[src/rtl/sfa_pkg.sv]
package sfa_pkg;
   typedef enum logic {
      SRC_LINE = 1'b0,
      SRC_LOOP = 1'b1
   } sfa_src_e;

   function automatic int unsigned sfa_pat_w(input int unsigned bw,
                                             input int unsigned n1,
                                             input int unsigned n2);
      return bw * (n1 + n2);
   endfunction
endpackage

[src/rtl/sfa_src_sel.sv]
module sfa_src_sel
   import sfa_pkg::*;
#(
   parameter bit HAS_LOOP = 1'b1
) (
   input  logic     rx_bit,
   input  logic     loop_bit,
   input  logic     loop_en,
   output logic     sel_bit,
   output sfa_src_e src
);
   generate
      if (HAS_LOOP) begin : g_loop
         assign src     = loop_en ? SRC_LOOP : SRC_LINE;
         assign sel_bit = (src == SRC_LOOP) ? loop_bit : rx_bit;
      end else begin : g_line_only
         logic unused_loop;
         assign unused_loop = loop_bit ^ loop_en;
         assign src         = SRC_LINE;
         assign sel_bit     = rx_bit;
      end
   endgenerate
endmodule

[src/rtl/sfa_pattern_det.sv]
module sfa_pattern_det
   import sfa_pkg::*;
#(
   parameter int unsigned       BYTE_W  = 8,
   parameter int unsigned       N_A1    = 3,
   parameter int unsigned       N_A2    = 3,
   parameter logic [BYTE_W-1:0] A1_CODE = 8'hF6,
   parameter logic [BYTE_W-1:0] A2_CODE = 8'h28
) (
   input  logic clk,
   input  logic rst_n,
   input  logic bit_en,
   input  logic din,
   output logic match_now
);
   localparam int unsigned N_BYTES = N_A1 + N_A2;
   localparam int unsigned PAT_W   = sfa_pat_w(BYTE_W, N_A1, N_A2);

   logic [PAT_W-1:0] pattern;
   logic [PAT_W-1:0] window_q;
   logic [PAT_W-1:0] window_nxt;

   genvar g;
   generate
      for (g = 0; g < N_BYTES; g++) begin : g_pat
         if (g < N_A1) begin : g_a1
            assign pattern[PAT_W-1-g*BYTE_W -: BYTE_W] = A1_CODE;
         end else begin : g_a2
            assign pattern[PAT_W-1-g*BYTE_W -: BYTE_W] = A2_CODE;
         end
      end
   endgenerate

   assign window_nxt = {window_q[PAT_W-2:0], din};
   assign match_now  = (window_nxt == pattern);

   always_ff @(posedge clk or negedge rst_n) begin
      if (!rst_n) begin
         window_q <= '0;
      end else if (bit_en) begin
         window_q <= window_nxt;
      end
   end


   window_hold_chk: assert property (@(posedge clk) disable iff (!rst_n)
      !bit_en |=> $stable(window_q));
endmodule

[src/rtl/sfa_arm_ctrl.sv]
module sfa_arm_ctrl (
   input  logic clk,
   input  logic rst_n,
   input  logic oof,
   input  logic hit,
   output logic armed,
   output logic primed
);
   logic oof_q;
   logic found_q;
   logic oof_rise;

   assign oof_rise = oof & ~oof_q;

   always_ff @(posedge clk or negedge rst_n) begin
      if (!rst_n) begin
         oof_q   <= 1'b0;
         armed   <= 1'b0;
         found_q <= 1'b0;
         primed  <= 1'b0;
      end else begin
         oof_q <= oof;
         if (oof_rise) begin
            armed   <= 1'b1;
            found_q <= 1'b0;
            primed  <= 1'b1;
         end else if (armed) begin
            if (hit) found_q <= 1'b1;
            if (!oof && (found_q || hit)) armed <= 1'b0;
         end
      end
   end


   arm_on_rise_chk: assert property (@(posedge clk) disable iff (!rst_n)
      (oof && !oof_q) |=> armed);

   arm_hold_chk: assert property (@(posedge clk) disable iff (!rst_n)
      (armed && oof) |=> armed);

   disarm_chk: assert property (@(posedge clk) disable iff (!rst_n)
      (armed && !oof && !oof_q && found_q) |=> !armed);

   armed_primed_chk: assert property (@(posedge clk) disable iff (!rst_n)
      armed |-> primed);
endmodule

[src/rtl/sfa_byte_timer.sv]
module sfa_byte_timer #(
   parameter int unsigned BYTE_W = 8,
   localparam int unsigned OFF_W = $clog2(BYTE_W)
) (
   input  logic             clk,
   input  logic             rst_n,
   input  logic             bit_en,
   input  logic             realign,
   input  logic             match_now,
   input  logic             primed,
   output logic [OFF_W-1:0] offset,
   output logic             strobe,
   output logic             frame
);
   localparam logic [OFF_W-1:0] LAST = OFF_W'(BYTE_W - 1);

   logic [OFF_W-1:0] phase_q;
   logic             byte_done;

   assign byte_done = bit_en && (realign || (phase_q == offset));

   always_ff @(posedge clk or negedge rst_n) begin
      if (!rst_n) begin
         phase_q <= '0;
         offset  <= LAST;
         strobe  <= 1'b0;
         frame   <= 1'b0;
      end else begin
         strobe <= byte_done;
         if (bit_en) begin
            phase_q <= (phase_q == LAST) ? '0 : phase_q + 1'b1;
            if (realign) offset <= phase_q;
         end
         if (byte_done) frame <= primed && match_now;
      end
   end


   strobe_needs_en_chk: assert property (@(posedge clk) disable iff (!rst_n)
      strobe |-> $past(bit_en));

   frame_step_chk: assert property (@(posedge clk) disable iff (!rst_n)
      !strobe |-> $stable(frame));

   offset_hold_chk: assert property (@(posedge clk) disable iff (!rst_n)
      !bit_en |=> $stable(offset));
endmodule

[src/rtl/sonet_frame_aligner.sv]
module sonet_frame_aligner
   import sfa_pkg::*;
#(
   parameter int unsigned       BYTE_W   = 8,
   parameter int unsigned       N_A1     = 3,
   parameter int unsigned       N_A2     = 3,
   parameter logic [BYTE_W-1:0] A1_CODE  = 8'hF6,
   parameter logic [BYTE_W-1:0] A2_CODE  = 8'h28,
   parameter bit                HAS_LOOP = 1'b1,
   localparam int unsigned      OFF_W    = $clog2(BYTE_W)
) (
   input  logic             clk,
   input  logic             rst_n,
   input  logic             bit_en,
   input  logic             rx_bit,
   input  logic             loop_bit,
   input  logic             loop_en,
   input  logic             oof,
   output logic [OFF_W-1:0] byte_offset,
   output logic             byte_strobe,
   output logic             frame_pulse
);
   generate
      if (BYTE_W < 2) begin : g_bad_width
         $error("BYTE_W must be at least 2");
      end
      if (N_A1 < 1 || N_A2 < 1) begin : g_bad_count
         $error("N_A1 and N_A2 must be at least 1");
      end
   endgenerate

   logic     sel_bit;
   sfa_src_e src;
   logic     match_now;
   logic     armed;
   logic     primed;
   logic     realign;

   sfa_src_sel #(.HAS_LOOP(HAS_LOOP)) u_src (
      .rx_bit  (rx_bit),
      .loop_bit(loop_bit),
      .loop_en (loop_en),
      .sel_bit (sel_bit),
      .src     (src)
   );

   sfa_pattern_det #(
      .BYTE_W (BYTE_W),
      .N_A1   (N_A1),
      .N_A2   (N_A2),
      .A1_CODE(A1_CODE),
      .A2_CODE(A2_CODE)
   ) u_det (
      .clk      (clk),
      .rst_n    (rst_n),
      .bit_en   (bit_en),
      .din      (sel_bit),
      .match_now(match_now)
   );

   assign realign = armed && bit_en && match_now;

   sfa_arm_ctrl u_arm (
      .clk   (clk),
      .rst_n (rst_n),
      .oof   (oof),
      .hit   (realign),
      .armed (armed),
      .primed(primed)
   );

   sfa_byte_timer #(.BYTE_W(BYTE_W)) u_tmr (
      .clk      (clk),
      .rst_n    (rst_n),
      .bit_en   (bit_en),
      .realign  (realign),
      .match_now(match_now),
      .primed   (primed),
      .offset   (byte_offset),
      .strobe   (byte_strobe),
      .frame    (frame_pulse)
   );


   src_sel_chk: assert property (@(posedge clk) disable iff (!rst_n)
      (HAS_LOOP && loop_en) |-> (src == SRC_LOOP));

   no_frame_unprimed_chk: assert property (@(posedge clk) disable iff (!rst_n)
      !primed |-> !frame_pulse);

   offset_frozen_chk: assert property (@(posedge clk) disable iff (!rst_n)
      !$stable(byte_offset) |-> $past(armed));

   frame_rise_chk: assert property (@(posedge clk) disable iff (!rst_n)
      $rose(frame_pulse) |-> byte_strobe);
endmodule

[config.mk]
export PLATFORM = sky130hd
export DESIGN_NAME = sonet_frame_aligner
export DESIGN_NICKNAME = d
export VERILOG_FILES = /design/src/rtl/sfa_pkg.sv /design/src/rtl/sfa_src_sel.sv /design/src/rtl/sfa_pattern_det.sv /design/src/rtl/sfa_arm_ctrl.sv /design/src/rtl/sfa_byte_timer.sv /design/src/rtl/sonet_frame_aligner.sv
export SDC_FILE = /design/constraint.sdc
export NUM_CORES = 1
export LEC_CHECK = 0
export BUFFER_PORTS_ARGS = -buffer_cell sky130_fd_sc_hd__buf_4
export CAP_MARGIN = 20
export CORE_MARGIN = 1
export CORE_UTILIZATION = 59
export DETAILED_ROUTE_END_ITERATION = 7
export PLACE_DENSITY = 0.77
export SLEW_MARGIN = 15
export SYNTH_ARGS = -nofsm -noshare
export SYNTH_HDL_FRONTEND = slang
export SYNTH_SLANG_ARGS = --single-unit
[constraint.sdc]
create_clock -name clk -period 1.9 [get_ports clk]
set_clock_uncertainty 0.15 [all_clocks]
set_input_delay 0.285 -clock clk [delete_from_list [all_inputs] [get_ports clk]]
set_output_delay 0.285 -clock clk [all_outputs]
set_load 0.03 [all_outputs]
# Word-level counts from Yosys, hierarchy flattened
# Cells that the tools add are included.
[word_totals] ff_bits=59 in_bits=7 wordCells=36
[op_classes] addsub=1 eq_ne=3 n_mux=9 n_bitwise=2 n_reduce_logical=12
[ops] op="== test 48 bit (second input constant)" count=1
[ops] op="2-to-1 mux 1 bit" count=8
[ops] op="logical AND 1 bit" count=5
[ops] op="AND reduction 2 bit" count=2
[ops] op="nonzero test 2 bit" count=2
[ops] op="adder 3 x 1 -> 3 bit (second input constant)" count=1
[ops] op="== test 3 bit" count=1
[ops] op="== test 3 bit (second input constant)" count=1
[ops] op="2-to-1 mux 3 bit" count=1
[ops] op="logical OR 1 bit" count=2
[ops] op="bitwise AND 1 bit" count=1
[ops] op="logical NOT 1 bit" count=1
[ops] op="inverter 1 bit" count=1

# Logic depth before layout (Yosys ltp)
[logic_depth] depth_word=9 depth_mapped=5

# By module
# A second synthesis with hierarchy kept.
[unflattened] cells_unflattened=164 hier_area_um2=2461.1
[modules_own_cells] mod="sfa_pattern_det" instances=1 cells_per_inst=115 area_each_um2=1880.6
[modules_own_cells] mod="sfa_byte_timer" instances=1 cells_per_inst=36 area_each_um2=406.6
[modules_own_cells] mod="sfa_arm_ctrl" instances=1 cells_per_inst=10 area_each_um2=145.1
[modules_own_cells] mod="sfa_src_sel" instances=1 cells_per_inst=2 area_each_um2=22.5
[modules_own_cells] mod="sonet_frame_aligner" instances=1 cells_per_inst=1 area_each_um2=6.3

# Least setup slack after synthesis
# OpenSTA, ideal clock, no wires.
[synth_path] kind="register -> register" start="reg u_det.window_q[34]" end="reg u_tmr.offset[0]" t_arrival_ns=1.405 path_slack_ns=0.262 stages_incl_launch_ff=5 n_path_buf=0 path_cell_list="dfrtp_1 -> nand4b_1 -> nor4_4 -> nand4_4 -> mux2_4"
[synth_via] elab_chain_len=3
[synth_rtl] item="from (decl)" line_no="sfa_pattern_det.sv:20" rtl="logic [PAT_W-1:0] window_q;"
[synth_rtl] item="from (signal assigned)" line_no="sfa_pattern_det.sv:41" rtl="window_q <= window_nxt;"
[synth_rtl] item="== test 48 bit" line_no="sfa_pattern_det.sv:35" rtl="assign match_now = (window_nxt == pattern);"
[synth_rtl] item="logical AND 1 bit" line_no="sonet_frame_aligner.sv:61" rtl="assign realign = armed && bit_en && match_now;"
[synth_rtl] item="AND reduction 2 bit (no line)"
[synth_rtl] item="to (signal assigned)" line_no="sfa_byte_timer.sv:32" rtl="if (realign) offset <= phase_q;"
[synth_rtl] item="to (decl)" line_no="sfa_byte_timer.sv:11" rtl="output logic [OFF_W-1:0] offset,"
# Every way passes these cells.
# A chain may end at the register's enable or synchronous reset.

# Worst setup path after layout
[layout_path] start="reg u_det.window_q[31]" end="reg u_tmr.offset[2]"
# Same word-level chain as after synthesis.

==> flow_metrics.tcl <==
set metrics [dict create \
    outcome "finished clean" \
    synth_area_mm2 0.00243 \
    final_common_cell "dfrtp_1" \
    required_ns 1.99 \
    fin_crit_ns 1.79 \
    clk_path_buf_depth 2 \
    numPortBuffers 11 \
    tightest_slew_ns 0.712 \
    setup_violations 0 \
    finalCritPeriodShare 0.945 \
    synth_top_area_share 0.576 \
    dp_slack_ns 0.0501 \
    clk_pin_slew_ns 0.06 \
    fin_setup_tns_ns 0 \
    async_flop_share 1.00 \
    leakagePower_nw 1.30 \
    cp_cell_sequence "nand4bb_1 > nor4_4 > nand4_4 > mux2_4" \
    grt_max_degree 60 \
    cts_setup_buffers 0 \
    cts_tree "yes" \
    antenna_cells 0 \
    via_per_inst 5.65 \
    fin_util 0.738 \
    critPathKind "register to register" \
    die_area_mm2 0.00438 \
    finalWorstSetupSlack_ns 0.105 \
    routabilityCongestion 0.721 \
    start_util 0.640 \
    worst_ir_drop_vdd_mv 1.07 \
    ys_seq_area_frac 0.609 \
    ios 12 \
    dr.pass1.iters 4 \
    area_delta_synth_final_pct 15.3 \
    dieHeight_um 66.2 \
    drtIter0Drc 116 \
    placed_cell_area_mm2 0.00257 \
    synth_largest_area_cell "dfrtp_1" \
    cts_inserted_buffers 9 \
    hold_viol_final 0 \
    ys_ff_latch 59 \
    critPathTopFamily "simple AND/OR/NAND/NOR gates" \
    clkLatencyLatePin_ns 0.32 \
    rows 22 \
    drive_gt1_frac 0.492 \
    syn_inst 155 \
    antenna_left 0 \
    antenna_found_initial 0 \
    critPathMaxFanout 6 \
    fmax_mhz 557 \
    avgSynthCellArea_um2 15.7 \
    track_usage 0.207 \
    cts_max_level 3 \
    cts_sinks 59 \
    synth_edf_count 0 \
    grt_pass1_vias 1349 \
    slew_violations 0 \
    cap_violations 0 \
    grt_overflow_total 0 \
    p_per_area_mw_per_mm2 1260 \
    critPathMaxStageDelay_ns 0.39 \
    synth_area_leaders "dfrtp_1 (58%), mux2_2 (23%), dfstp_2 (3.2%), mux2_4 (2.5%), nor4_4 (1.7%)" \
    cts_root_buf "clkbuf_8" \
    ys.flop_type "dfrtp_1" \
    path_buf_inv 0 \
    place_hpwl_mm 2.36 \
    final_cell_area_mm2 0.00281 \
    wire_per_inst_um 16.9 \
    syn_nets 164 \
    hold_class "primary input to register" \
    drc_errors 0 \
    yosysWarningCount 0 \
    core_area_mm2 0.00380 \
    max_slew_margin 0.525 \
    worstSetupEndpointType "register" \
    cp-start-kind "register" \
    ys_types 24 \
    vias 1282 \
    grt_pass1_wl_mm 6.46 \
    rsz0062_at_grt "no" \
    wl_mm 3.83 \
    mostFrequentLayoutCells "dfrtp_1 (56), mux2_2 (50), buf_4 (11)" \
    finalNetCount 183 \
    slowest_stage "dfrtp_1" \
    fp.dieW_um 66.2 \
    cp.arrival_ns 1.89 \
]
[report_power, final]
group | internal (mW) | leakage, nW | total, mW | switching, mW
Combinational | 0.379 | 0.462 | 0.588 | 0.209
Clock | 0.642 | 0.0947 | 1.09 | 0.444
Sequential | 1.58 | 0.744 | 1.86 | 0.276
[worst reg2reg max path, cell delays in order (launching register included)]
cell       delay, ns
dfrtp_1         0.39
nand4bb_1       0.25
nor4_4          0.38
nand4_4         0.21
mux2_4          0.35
[worst paths after layout]
kind	cells past startpoint	start	endpoint	slack, ns
worst max-delay path	4	u_det.window_q[31]	u_tmr.offset[2]	0.11
worst min-delay path	3	loop_bit	u_det.window_q[0]	0.22
worst max register to register	4	u_det.window_q[31]	u_tmr.offset[2]	0.11
worst min register to register	1	u_arm.primed	u_arm.primed	0.35
max in group asynchronous	2	rst_n	u_det.window_q[12]	0.72
min in group asynchronous	2	rst_n	u_det.window_q[43]	0.40
[layer usage]
metal | wire, um | GRT usage
met1 | 1810 | 0.261
met4 | 46 | 0.0878
met5 | 0 | 0
met2 | 1900 | 0.319
met3 | 77 | 0.0776
[metrics by stage]
stage | total power [mW] | hold WS, ns | cells
2_1_floorplan | 2.23 | -0.161 | 155
3_3_place_gp | 2.37 | 0.221 | 209
3_5_place_dp | 2.42 | 0.233 | 209
4_1_cts | 3.53 | 0.206 | 227
5_1_grt | 3.73 | 0.202 | 227
6_report | 3.53 | 0.222 | 227
[cells by family (layout without fill, tap and decap cells)]
kind of cell,after synthesis,after routing,share of synthesized area
xor+xnor,3,3,0.0108
compound gates,3,3,0.00720
fa+ha+maj,2,2,0.0103
mux,55,55,0.260
flops,59,59,0.609
buf+inv,9,33,0.0139
simple gates,24,24,0.0890
[Yosys cell counts (3+ instances only)]
| library cell | count |
|---|---|
| dfrtp_1 | 56 |
| nor4b_1 | 4 |
| inv_1 | 3 |
| clkbuf_1 | 6 |
| dfstp_2 | 3 |
| mux2_2 | 50 |
| nand4_1 | 4 |
| xnor2_1 | 3 |
| mux2_4 | 4 |
[timing repair]
item / 4_1_cts / 5_1_grt
endpoints found under the hold margin: 57 / 0
setup endpoints to repair: 0 / 5
hold buffers: 2 / 0
gates resized for setup: 0 / 4
[layout make-up]
class | instances | area, um2
timing repair buffer | 14 | 123
sequential | 59 | 1480
clock buffer | 14 | 153
tap | 48 | 60.1
multi-input combinational | 87 | 943
inverter | 3 | 11.3
fill | 243 | 993
clock inverter | 2 | 35.0
[flip-flops by register name, summed over array words and instances, names as in the netlist]
name and flops:
u_arm.oof_q 1, u_tmr.frame 1, u_det.window_q 47, u_arm.armed 1, u_tmr.phase_q 3, u_arm.primed 1, u_arm.found_q 1, u_tmr.offset 3
u_tmr.strobe 1
Power figures use the tool's default switching activity.
